[src/rtl/rdseq_pkg.sv]
package rdseq_pkg;
  // Strobes from the control to the datapath for one beat pair.
  typedef struct packed {
    logic load;  // a burst clock is in progress
    logic mask;  // this beat pair lies in the chopped half
  } seqStrobe_t;
endpackage

[src/rtl/rdseq_ctrl.sv]
module rdseq_ctrl
  import rdseq_pkg::*;
#(
  parameter int BEATS = 8,
  localparam int CLKS = BEATS / 2,
  localparam int CW = (CLKS > 1) ? $clog2(CLKS) : 1,
  localparam int HALF = CLKS / 2,
  localparam int IDX_W = CW + 1
) (
  input  logic             clk,
  input  logic             rstN,
  input  logic             rdStart,
  input  logic             rdChop,
  output seqStrobe_t       strobe,
  output logic [IDX_W-1:0] beatBase,
  output logic             busy,
  output logic             rdErr
);
  logic          active;
  logic          chopQ;
  logic          errQ;
  logic [CW-1:0] clkCnt;
  logic          lastClk;
  logic          accept;

  assign lastClk = active && (clkCnt == CW'(CLKS - 1));
  assign accept  = rdStart && (!active || lastClk);

  always_ff @(posedge clk or negedge rstN) begin
    if (!rstN) begin
      active <= 1'b0;
      chopQ  <= 1'b0;
      clkCnt <= '0;
      errQ   <= 1'b0;
    end else begin
      errQ <= rdStart && active && !lastClk;
      if (accept) begin
        active <= 1'b1;
        chopQ  <= rdChop;
        clkCnt <= '0;
      end else if (lastClk) begin
        active <= 1'b0;
        clkCnt <= '0;
      end else if (active) begin
        clkCnt <= clkCnt + 1'b1;
      end
    end
  end

  always_comb begin
    strobe.load = active;
    strobe.mask = active && chopQ && (clkCnt >= CW'(HALF));
  end

  assign beatBase = {clkCnt, 1'b0};
  assign busy     = active;
  assign rdErr    = errQ;
endmodule

[src/rtl/rdseq_datapath.sv]
module rdseq_datapath
  import rdseq_pkg::*;
#(
  parameter int DATA_W = 64,
  localparam int LANES = 2
) (
  input  logic                         clk,
  input  logic                         rstN,
  input  seqStrobe_t                   strobe,
  input  logic [LANES-1:0][DATA_W-1:0] srcLane,
  output logic [LANES-1:0][DATA_W-1:0] laneOut,
  output logic [LANES-1:0]             laneVld,
  output logic                         dqsEn
);
  logic drive;
  assign drive = strobe.load && !strobe.mask;

  for (genvar g = 0; g < LANES; g++) begin : gLane
    always_ff @(posedge clk or negedge rstN) begin
      if (!rstN) begin
        laneOut[g] <= '0;
        laneVld[g] <= 1'b0;
      end else begin
        laneVld[g] <= drive;
        if (drive) laneOut[g] <= srcLane[g];
      end
    end
  end

  always_ff @(posedge clk or negedge rstN) begin
    if (!rstN) dqsEn <= 1'b0;
    else       dqsEn <= drive;
  end
endmodule

[src/rtl/ddr_rd_burst_seq.sv]
module ddr_rd_burst_seq
  import rdseq_pkg::*;
#(
  parameter int DATA_W = 64,
  parameter int BEATS = 8,
  localparam int IDX_W = $clog2(BEATS)
) (
  input  logic              clk,
  input  logic              rstN,
  input  logic              rdStart,
  input  logic              rdChop,
  input  logic [DATA_W-1:0] srcDataEven,
  input  logic [DATA_W-1:0] srcDataOdd,
  output logic [IDX_W-1:0]  srcIdxEven,
  output logic [IDX_W-1:0]  srcIdxOdd,
  output logic [DATA_W-1:0] doutEven,
  output logic [DATA_W-1:0] doutOdd,
  output logic              validEven,
  output logic              validOdd,
  output logic              dqsEn,
  output logic              busy,
  output logic              rdErr
);
  seqStrobe_t               strobe;
  logic [IDX_W-1:0]         beatBase;
  logic [1:0][DATA_W-1:0]   srcLane;
  logic [1:0][DATA_W-1:0]   laneOut;
  logic [1:0]               laneVld;

  rdseq_ctrl #(.BEATS(BEATS)) uCtrl (
    .clk(clk), .rstN(rstN), .rdStart(rdStart), .rdChop(rdChop),
    .strobe(strobe), .beatBase(beatBase), .busy(busy), .rdErr(rdErr)
  );

  assign srcIdxEven = beatBase;
  assign srcIdxOdd  = beatBase | IDX_W'(1);
  assign srcLane[0] = srcDataEven;
  assign srcLane[1] = srcDataOdd;

  rdseq_datapath #(.DATA_W(DATA_W)) uData (
    .clk(clk), .rstN(rstN), .strobe(strobe), .srcLane(srcLane),
    .laneOut(laneOut), .laneVld(laneVld), .dqsEn(dqsEn)
  );

  assign doutEven  = laneOut[0];
  assign doutOdd   = laneOut[1];
  assign validEven = laneVld[0];
  assign validOdd  = laneVld[1];
endmodule

[config.mk]
export PLATFORM = sky130hd
export DESIGN_NAME = ddr_rd_burst_seq
export DESIGN_NICKNAME = d
export VERILOG_FILES = /design/src/rtl/rdseq_pkg.sv /design/src/rtl/rdseq_ctrl.sv /design/src/rtl/rdseq_datapath.sv /design/src/rtl/ddr_rd_burst_seq.sv
export SDC_FILE = /design/constraint.sdc
export NUM_CORES = 1
export LEC_CHECK = 0
export CAP_MARGIN = 25
export CORE_MARGIN = 3
export CORE_UTILIZATION = 41
export DETAILED_ROUTE_END_ITERATION = 16
export PLACE_DENSITY_LB_ADDON = 0.15
export SYNTH_ARGS = -nofsm -noshare
export SYNTH_HDL_FRONTEND = slang
export SYNTH_HIERARCHICAL = 1
export SYNTH_SLANG_ARGS = --single-unit
[constraint.sdc]
create_clock -name clk -period 2.1 [get_ports clk]
set_clock_uncertainty 0.05 [all_clocks]
set_input_delay 0.42 -clock clk [delete_from_list [all_inputs] [get_ports clk]]
set_output_delay 0.42 -clock clk [all_outputs]
set_load 0.05 [all_outputs]
Yosys cells after proc, flatten, opt, wreduce, memory -nomap -nowiden
Index checks and enable logic that the tools add are counted.
- multiplexer cells: 5
- reduce and logical (&&, ||, !) cells: 13
- magnitude comparators: 1
- equality and inequality tests: 1
- add/subtract/negate cells: 1
- operators by type and width (operator ; count):
    $logic_and 1x1->1 ; 7
    $mux 2 ; 3
    $logic_not 1->1 ; 3
    $reduce_bool 3->1 ; 1
    $add 2x1->2 const B ; 1
    $eq 2x2->1 const B ; 1
    $ge 2x2->1 const B ; 1
    $mux 1 ; 2
    $reduce_bool 2->1 ; 1
    $logic_or 1x1->1 ; 1
- output and inout port bits: 139
- register bits: 134
- word-level logic and storage cells: 28
- input bits: 132

Logic depth before layout (Yosys ltp)
Gate-level depths: netlist of the first run.
- depth after elaboration: 5
- mapped depth: 7

Hierarchy
Netlist of the first run, hierarchy kept.
- modules (own cells, without submodules) (module ; area an instance (um^2) ; instances ; cells each):
    rdseq_datapath ; 5323.9 ; 1 ; 274
    rdseq_ctrl ; 250.2 ; 1 ; 23
    ddr_rd_burst_seq ; 26.3 ; 1 ; 4

Worst setup path after synthesis of the first run
Ideal clock, no wire load.
- kind: register -> register
- from: reg uCtrl.clkCnt[0]
- to: reg uData/laneOut[100] in the netlist's numbering
- setup slack: -0.059 ns
- clock period less this slack: 2.159 ns
- arrival time: 1.984 ns
- stages on the path, launching flop included: 8
- buffers on the path: 2
- cell sequence: dfrtp_1 -> inv_1 -> ha_1 -> o211a_1 -> nor2b_4 -> buf_12 -> buf_12 -> mux2_4
- RTL lines (element ; line ; RTL):
    start: declaration ; rdseq_ctrl.sv:22 ; logic [CW-1:0] clkCnt;
    start signal: assignment ; rdseq_ctrl.sv:45 ; clkCnt <= clkCnt + 1'b1;
    end signal: indexed assignment ; rdseq_datapath.sv:25 ; if (drive) laneOut[g] <= srcLane[g];
    end: declaration ; rdseq_datapath.sv:11 ; output logic [LANES-1:0][DATA_W-1:0] laneOut,

Worst setup path after layout of the first run
- from: reg uData/laneOut[20] in the netlist's numbering
- to: out doutEven[20]
- RTL lines (element ; line ; RTL):
    end: declaration ; ddr_rd_burst_seq.sv:16 ; output logic [DATA_W-1:0] doutEven,
No word-level cell between the ends.

==> metrics.csv, run 1 <==
stage,metric,value,unit
floorplanning,Site Rows,42,
place,gp weighted congestion,0.776,
drt,vias per cell,4.57,
logic_synthesis,Synthesis Warnings,6,
worst_setup_path,CP Class,flip-flop to output port,
finish,Layout Area Growth over Synthesis,65.6,%
sta,part of the cycle the worst path needs,97.7,%
finish,layout cells sized above 1,31.3,%
worst_setup_path,critical path arrival,1580,ps
drt,Detailed Route Iter0 Violations,129,
cts,postcts setup bufs,0,
cts,clock latency on the worst-skew pair,410,ps
drt,final wirelength,13.9,mm
worst_setup_path,Crit. Startpoint,uData/laneOut[20],
global_route,initial antenna violation count,0,
sta,final hold violations,0,
drt,DRC,0,
logic_synthesis,Synth Net Count,435,
worst_setup_path,CP Buf/Inv Count,1,
sta,Final setup viols,0,
worst_setup_path,Reg-to-Reg Start,uCtrl/clkCnt[0],
floorplanning,chip height,123,um
logic_synthesis,main area contributors after synthesis,"dfrtp_1 (60%), mux2_4 (27%), mux2_2 (5.4%)",
worst_setup_path,Slowest cell on crit path,clkdlybuf4s50_1,
finish,# diodes,0,
cts,clk buf depth,2,
run_status,outcome,"complete, no violations",
drt,via count,3520,
logic_synthesis,mapped cell area,5600,sq um
sta,RSZ-0062 raised after global routing,false,
sta,slew margin rel.,62.5,%
worst_setup_path,CP Capture Type,output port,
global_route,pin count of the biggest net entering global routing,44,
global_route,number of global-route vias before repair,3998,
cts,Clock Sinks,134,
floorplanning,I/O pin cnt,271,
finish,register area,3350,sq um
logic_synthesis,Post-Syn Instances,301,
floorplanning,Horiz. Die Dim,123,um
cts,Root Driver,clkbuf_16,
worst_setup_path,CP max FO,2,
worst_setup_path,critical path data required time,1630,ps
drt,Antenna Nets Post-Route,0,
place,PortBufs,268,
worst_setup_path,Worst Setup Start Kind,flip-flop,
place,HPWL after DPL,10.3,mm
floorplanning,core area,13300,sq um
finish,Fillers,898,
global_route,first-pass GRT wire length,21.4,mm
floorplanning,DIE AREA,15100,sq um
hold_path,hold path start,uData/laneOut[119],
hold_path,Worst Hold Class,flip-flop to flip-flop,
sta,Setup Total Neg Slack,0,ps
cts,CTS tree,yes,
sta,Max Clock Freq,487,MHz
logic_synthesis,register bit total from synthesis,134,
worst_setup_path,worst path cell trace,clkdlybuf4s50_1,
global_route,global route total overflow,0,
drt,Avg WL per Cell,18.0,um
sta,max-slew violation count,0,
floorplanning,Initial Util,42.1,%
finish,multi-input combinational cell area,1940,sq um
cts,htree depth,4,
logic_synthesis,post-synthesis sequential area ratio,59.9,%
finish,fin nets,717,
logic_synthesis,Synth cell types,19,
flow_run,Max-cap violations,0,
worst_setup_path,Critical Path Max Stage Delay,810,ps
cts,total CTS buffers,17,
logic_synthesis,Syn Area/Cell,18.6,sq um
sta,Slew @ Worst Pin,562,ps
logic_synthesis,Yosys top cell area share,59.9,%
logic_synthesis,dominant cell type by area after synthesis,dfrtp_1,
sta,Final min period,2050,ps
global_route,GRT Total Usage,19.0,%
cts,Clock transition at path regs,50,ps
worst_setup_path,crit-path leading delay family,buffers and inverters,
drt,First-pass DRT Iterations,4,
==> synth_stat cells (all sizes together) <==
master and count:
o21ai 2, nand2b 1, nand2 3, mux2 129
nor2 1, buf 21, or3 1, inv 2
o22ai 1, conb 2, dfrtp 134, ha 2
nor2b 1, o211a 1
==> repair_timing <==
| item | CTS | global route |
|---|---|---|
| setup endpoints to repair | 7 | 75 |
| hold buffers | 1 | 0 |
| hold endpoints to repair | 28 | 0 |
| resized for setup | 7 | 73 |
| cloned | 0 | 0 |
==> path summary, 6_finish.rpt <==
kind / cells past startpoint / slack (ps) / endpoint
worst max register to register: 7 / 100 / uData/laneOut[11]
worst min register to register: 1 / 430 / uData/laneOut[119]
min in group asynchronous: 2 / 440 / uData/laneOut[28]
worst min-delay path: 1 / 430 / uData/laneOut[119]
max in group asynchronous: 3 / 980 / uData/laneOut[91]
worst max-delay path: 1 / 50 / doutEven[20]
==> flip-flops by register name, indices dropped and copies added, names as in the netlist <==
name and count:
uData/laneOut 128, uCtrl/clkCnt 2, uCtrl/busy 1, uCtrl/chopQ 1, uCtrl/rdErr 1, uData/laneVld 1
==> cell families (layout without fill, tap and decap cells) <==
logic type | Yosys count | after routing | synth area share [%]
muxes | 129 | 129 | 32.7
buffers and inverters | 23 | 317 | 5.54
AOI/OAI and AO/OA | 4 | 4 | 0.469
and+or+nand+nor | 7 | 7 | 0.827
other | 2 | 2 | 0.134
DFF | 134 | 134 | 59.9
adders and majority gates | 2 | 2 | 0.447
==> layout make-up <==
type                            instances  share of cell area [%]
Clock buffer                           24                    5.63
Clock inverter                          7                    1.75
Inverter                                2                  0.0809
Tap cell                              176                    2.37
Multi-Input combinational cell        144                    20.9
Timing Repair Buffer                  284                    33.1
Sequential cell                       134                    36.2
==> through the flow <==
stage	std cells	util (%)	hold slack, ps	area, sq um	setup slack [ps]
after floorplan	301	-	74.4	5600	46.9
after global placement	739	63.2	350	8410	151
after detailed placement	739	63.2	351	8410	98.4
after CTS	771	68.4	439	9090	0.375
after global routing	771	69.8	457	9280	0.0928
final	771	69.8	433	9280	47.7
==> per-layer routing <==
metal	GRT usage, %	share of wire (%)	routed length, um	up-vias
met5	0	0	0	-
met4	8.12	2.4	333	0
met3	9.40	10	1430	23
met2	29.6	49	6810	164
met1	22.2	38	5280	1737
li1	-	-	-	1596
==> cells in the final DEF (no fill, tap or decap), drive strengths merged <==
master	Yosys	layout
o21ai	2	2
clkdlybuf4s50	0	180
dfrtp	134	134
nor2	1	1
conb	2	2
ha	2	2
clkinvlp	0	1
bufinv	0	5
dlymetal6s2s	0	73
nand2	3	3
o211a	1	1
inv	2	2
dlygate4sd3	0	1
or3	1	1
nand2b	1	1
clkinv	0	1
mux2	129	129
buf	21	23
dlygate4sd2	0	7
o22ai	1	1
clkbuf	0	24
nor2b	1	1
Power of run 1 is left out: the tool's default activity adds up to more than one toggle a clock period on the data nets, which glitch-free logic cannot reach.
==> inputs of run 2 (changes only) <==
--- a/config.mk
+++ b/config.mk
@@ -7,8 +7,11 @@
 export LEC_CHECK = 0
 export CAP_MARGIN = 25
 export CORE_MARGIN = 3
-export CORE_UTILIZATION = 41
+export CORE_UTILIZATION = 42
+export CTS_BUF_LIST = sky130_fd_sc_hd__clkbuf_8
 export DETAILED_ROUTE_END_ITERATION = 16
+export GPL_TIMING_DRIVEN = 0
+export HOLD_SLACK_MARGIN = 0.03
 export PLACE_DENSITY_LB_ADDON = 0.15
 export SYNTH_ARGS = -nofsm -noshare
 export SYNTH_HDL_FRONTEND = slang
==> run 2 against run 1 <==
Against the previous run:
- sequential cell count stayed put
- register-to-register slack better by 60 ps
- via count is 1.5% higher
- maximum frequency is 0.32% higher
- global-route usage is 0.31 points higher
- first-iteration DRC count is 12% higher
- utilization is 0.49 points higher
- clock-buffer cell count is 3 lower
- design area is 2.9% lower
- non-clock buffer count is 7 higher
- wire length is 2.3% higher
- largest cell class unchanged
==> metrics.csv, run 2 (synthesis gave the netlist of run 1 again) <==
stage,metric,value,unit
run_status,outcome,"complete, no violations",
cts,postcts setup bufs,0,
cts,Clock transition at path regs,70,ps
worst_setup_path,R2R setup slack,160,ps
worst_setup_path,Worst Setup Start Kind,flip-flop,
sta,RSZ-0062 raised after global routing,false,
finish,Top reg by flops,uData/laneOut,
finish,Final Instance Area,9010,sq um
global_route,pin count of the biggest net entering global routing,70,
sta,Setup Total Neg Slack,0,ps
drt,Detailed Route Iter0 Violations,144,
drt,First-pass DRT Iterations,4,
cts,Root Driver,clkbuf_8,
worst_setup_path,Slowest cell on crit path,clkdlybuf4s50_1,
drt,Avg WL per Cell,18.3,um
finish,Layout Cells excl Fill,773,
drt,final wirelength,14.2,mm
hold_path,Cells on Worst Hold Path,1,
cts,Clock Sinks,134,
place,Area after DPL,8530,sq um
worst_setup_path,RR Endpoint,uData/laneOut[89],
finish,"commonest non-fill, non-tap cell in the layout",clkdlybuf4s50_1,
floorplanning,I/O pin cnt,271,
cts,CTS tree,yes,
sta,part of the cycle the worst path needs,97.4,%
sta,max-slew violation count,0,
worst_setup_path,Critical Path Max Stage Delay,810,ps
cts,htree depth,4,
worst_setup_path,CP max FO,2,
finish,register area,3350,sq um
sta,Final min period,2050,ps
floorplanning,core area,12800,sq um
place,pre-CTS WS,153,ps
sta,final hold violations,0,
hold_path,hold path start,uData/laneOut[119],
finish,fin nets,724,
cts,clock latency on the worst-skew pair,420,ps
finish,max FFs per register,128,
finish,Fillers,900,
finish,Largest regs,"uData/laneOut (128), uCtrl/clkCnt (2)",
worst_setup_path,CP Depth,1,
cts,total CTS buffers,17,
floorplanning,Initial Util,43.7,%
worst_setup_path,cell count of the worst reg-to-reg path,6,
worst_setup_path,worst path cell trace,clkdlybuf4s50_1,
place,HPWL after DPL,10.4,mm
flow_run,Max-cap violations,0,
floorplanning,DIE AREA,14800,sq um
global_route,GRT Total Usage,19.3,%
drt,via count,3572,
drt,vias per cell,4.62,
worst_setup_path,critical path data required time,1630,ps
worst_setup_path,CP Buf/Inv Count,1,
finish,multi-input combinational cell area,1940,sq um
worst_setup_path,Reg-to-Reg Start,uCtrl/clkCnt[1],
global_route,initial antenna violation count,0,
worst_setup_path,CP Class,flip-flop to output port,
finish,Layout Area Growth over Synthesis,60.9,%
place,Placed Cells,742,
worst_setup_path,CP Capture Type,output port,
global_route,first-pass GRT wire length,21.7,mm
finish,# diodes,0,
sta,Max Clock Freq,489,MHz
global_route,number of global-route vias before repair,3881,
sta,Final setup viols,0,
place,gp weighted congestion,0.752,
finish,"commonest non-fill, non-tap cells in the layout","clkdlybuf4s50_1 (134), dfrtp_1 (133), mux2_4 (101), dlymetal6s2s_1 (76), dlygate4sd2_1 (57)",
sta,Slew @ Worst Pin,613,ps
place,PortBufs,268,
worst_setup_path,crit-path leading delay family,buffers and inverters,
sta,final worst slack,54.2,ps
floorplanning,Site Rows,41,
cts,clk buf depth,2,
hold_path,worst hold endpoint,uData/laneOut[119],
drt,Antenna Nets Post-Route,0,
global_route,global route total overflow,0,
drt,DRC,0,
floorplanning,Horiz. Die Dim,121,um
sta,slew margin rel.,59.1,%
worst_setup_path,critical path arrival,1580,ps
finish,layout cells sized above 1,30.0,%
floorplanning,chip height,121,um
hold_path,Worst Hold Class,flip-flop to flip-flop,
run 2: area by class of cell:
cell class	instances	share of cell area, %
Clock buffer	21	3.21
Clock inverter	9	0.708
Sequential cell	134	37.2
Timing Repair Buffer	270	31.5
Multi-Input combinational cell	144	21.5
Tap cell	172	2.39
Buffer	21	3.36
Inverter	2	0.0833
run 2: worst max path at each step:
stage,startpoint,endpoint,slack [ps]
final,uData/laneOut[117],doutOdd[53],50
after global routing,uData/laneOut[117],doutOdd[53],1
after detailed placement,uCtrl/clkCnt[1],uData/laneOut[118],150
after global placement,rstN,uCtrl/clkCnt[0],-5200
after floorplan,uCtrl/clkCnt[1],uData/laneOut[100],50
after CTS,uData/laneOut[25],doutEven[25],0.05
run 2: per-stage QoR:
stage | util [%] | hold slack [ps]
after floorplan | - | 74.4
after global placement | 66.3 | 420
after detailed placement | 66.5 | 405
after CTS | 68.8 | 446
after global routing | 70.3 | 447
final | 70.3 | 434
run 2: repair_timing:
item / 4_1_cts / 5_1_grt
endpoints found under the setup margin: 57 / 76
hold buffers: 1 / 0
resized for setup: 57 / 76
endpoints found under the hold margin: 65 / 0
run 2: metal layers:
layer / GRT usage (%) / share of wire (%) / vias up / wire length (um)
met4: 5.67 / 1.5 / 0 / 207
met3: 7.18 / 7.8 / 13 / 1110
met1: 22.7 / 38 / 1788 / 5430
met5: 0 / 0 / - / 0
met2: 32.9 / 52 / 149 / 7430
li1: - / - / 1622 / -
Power of run 2 is left out for the same reason.
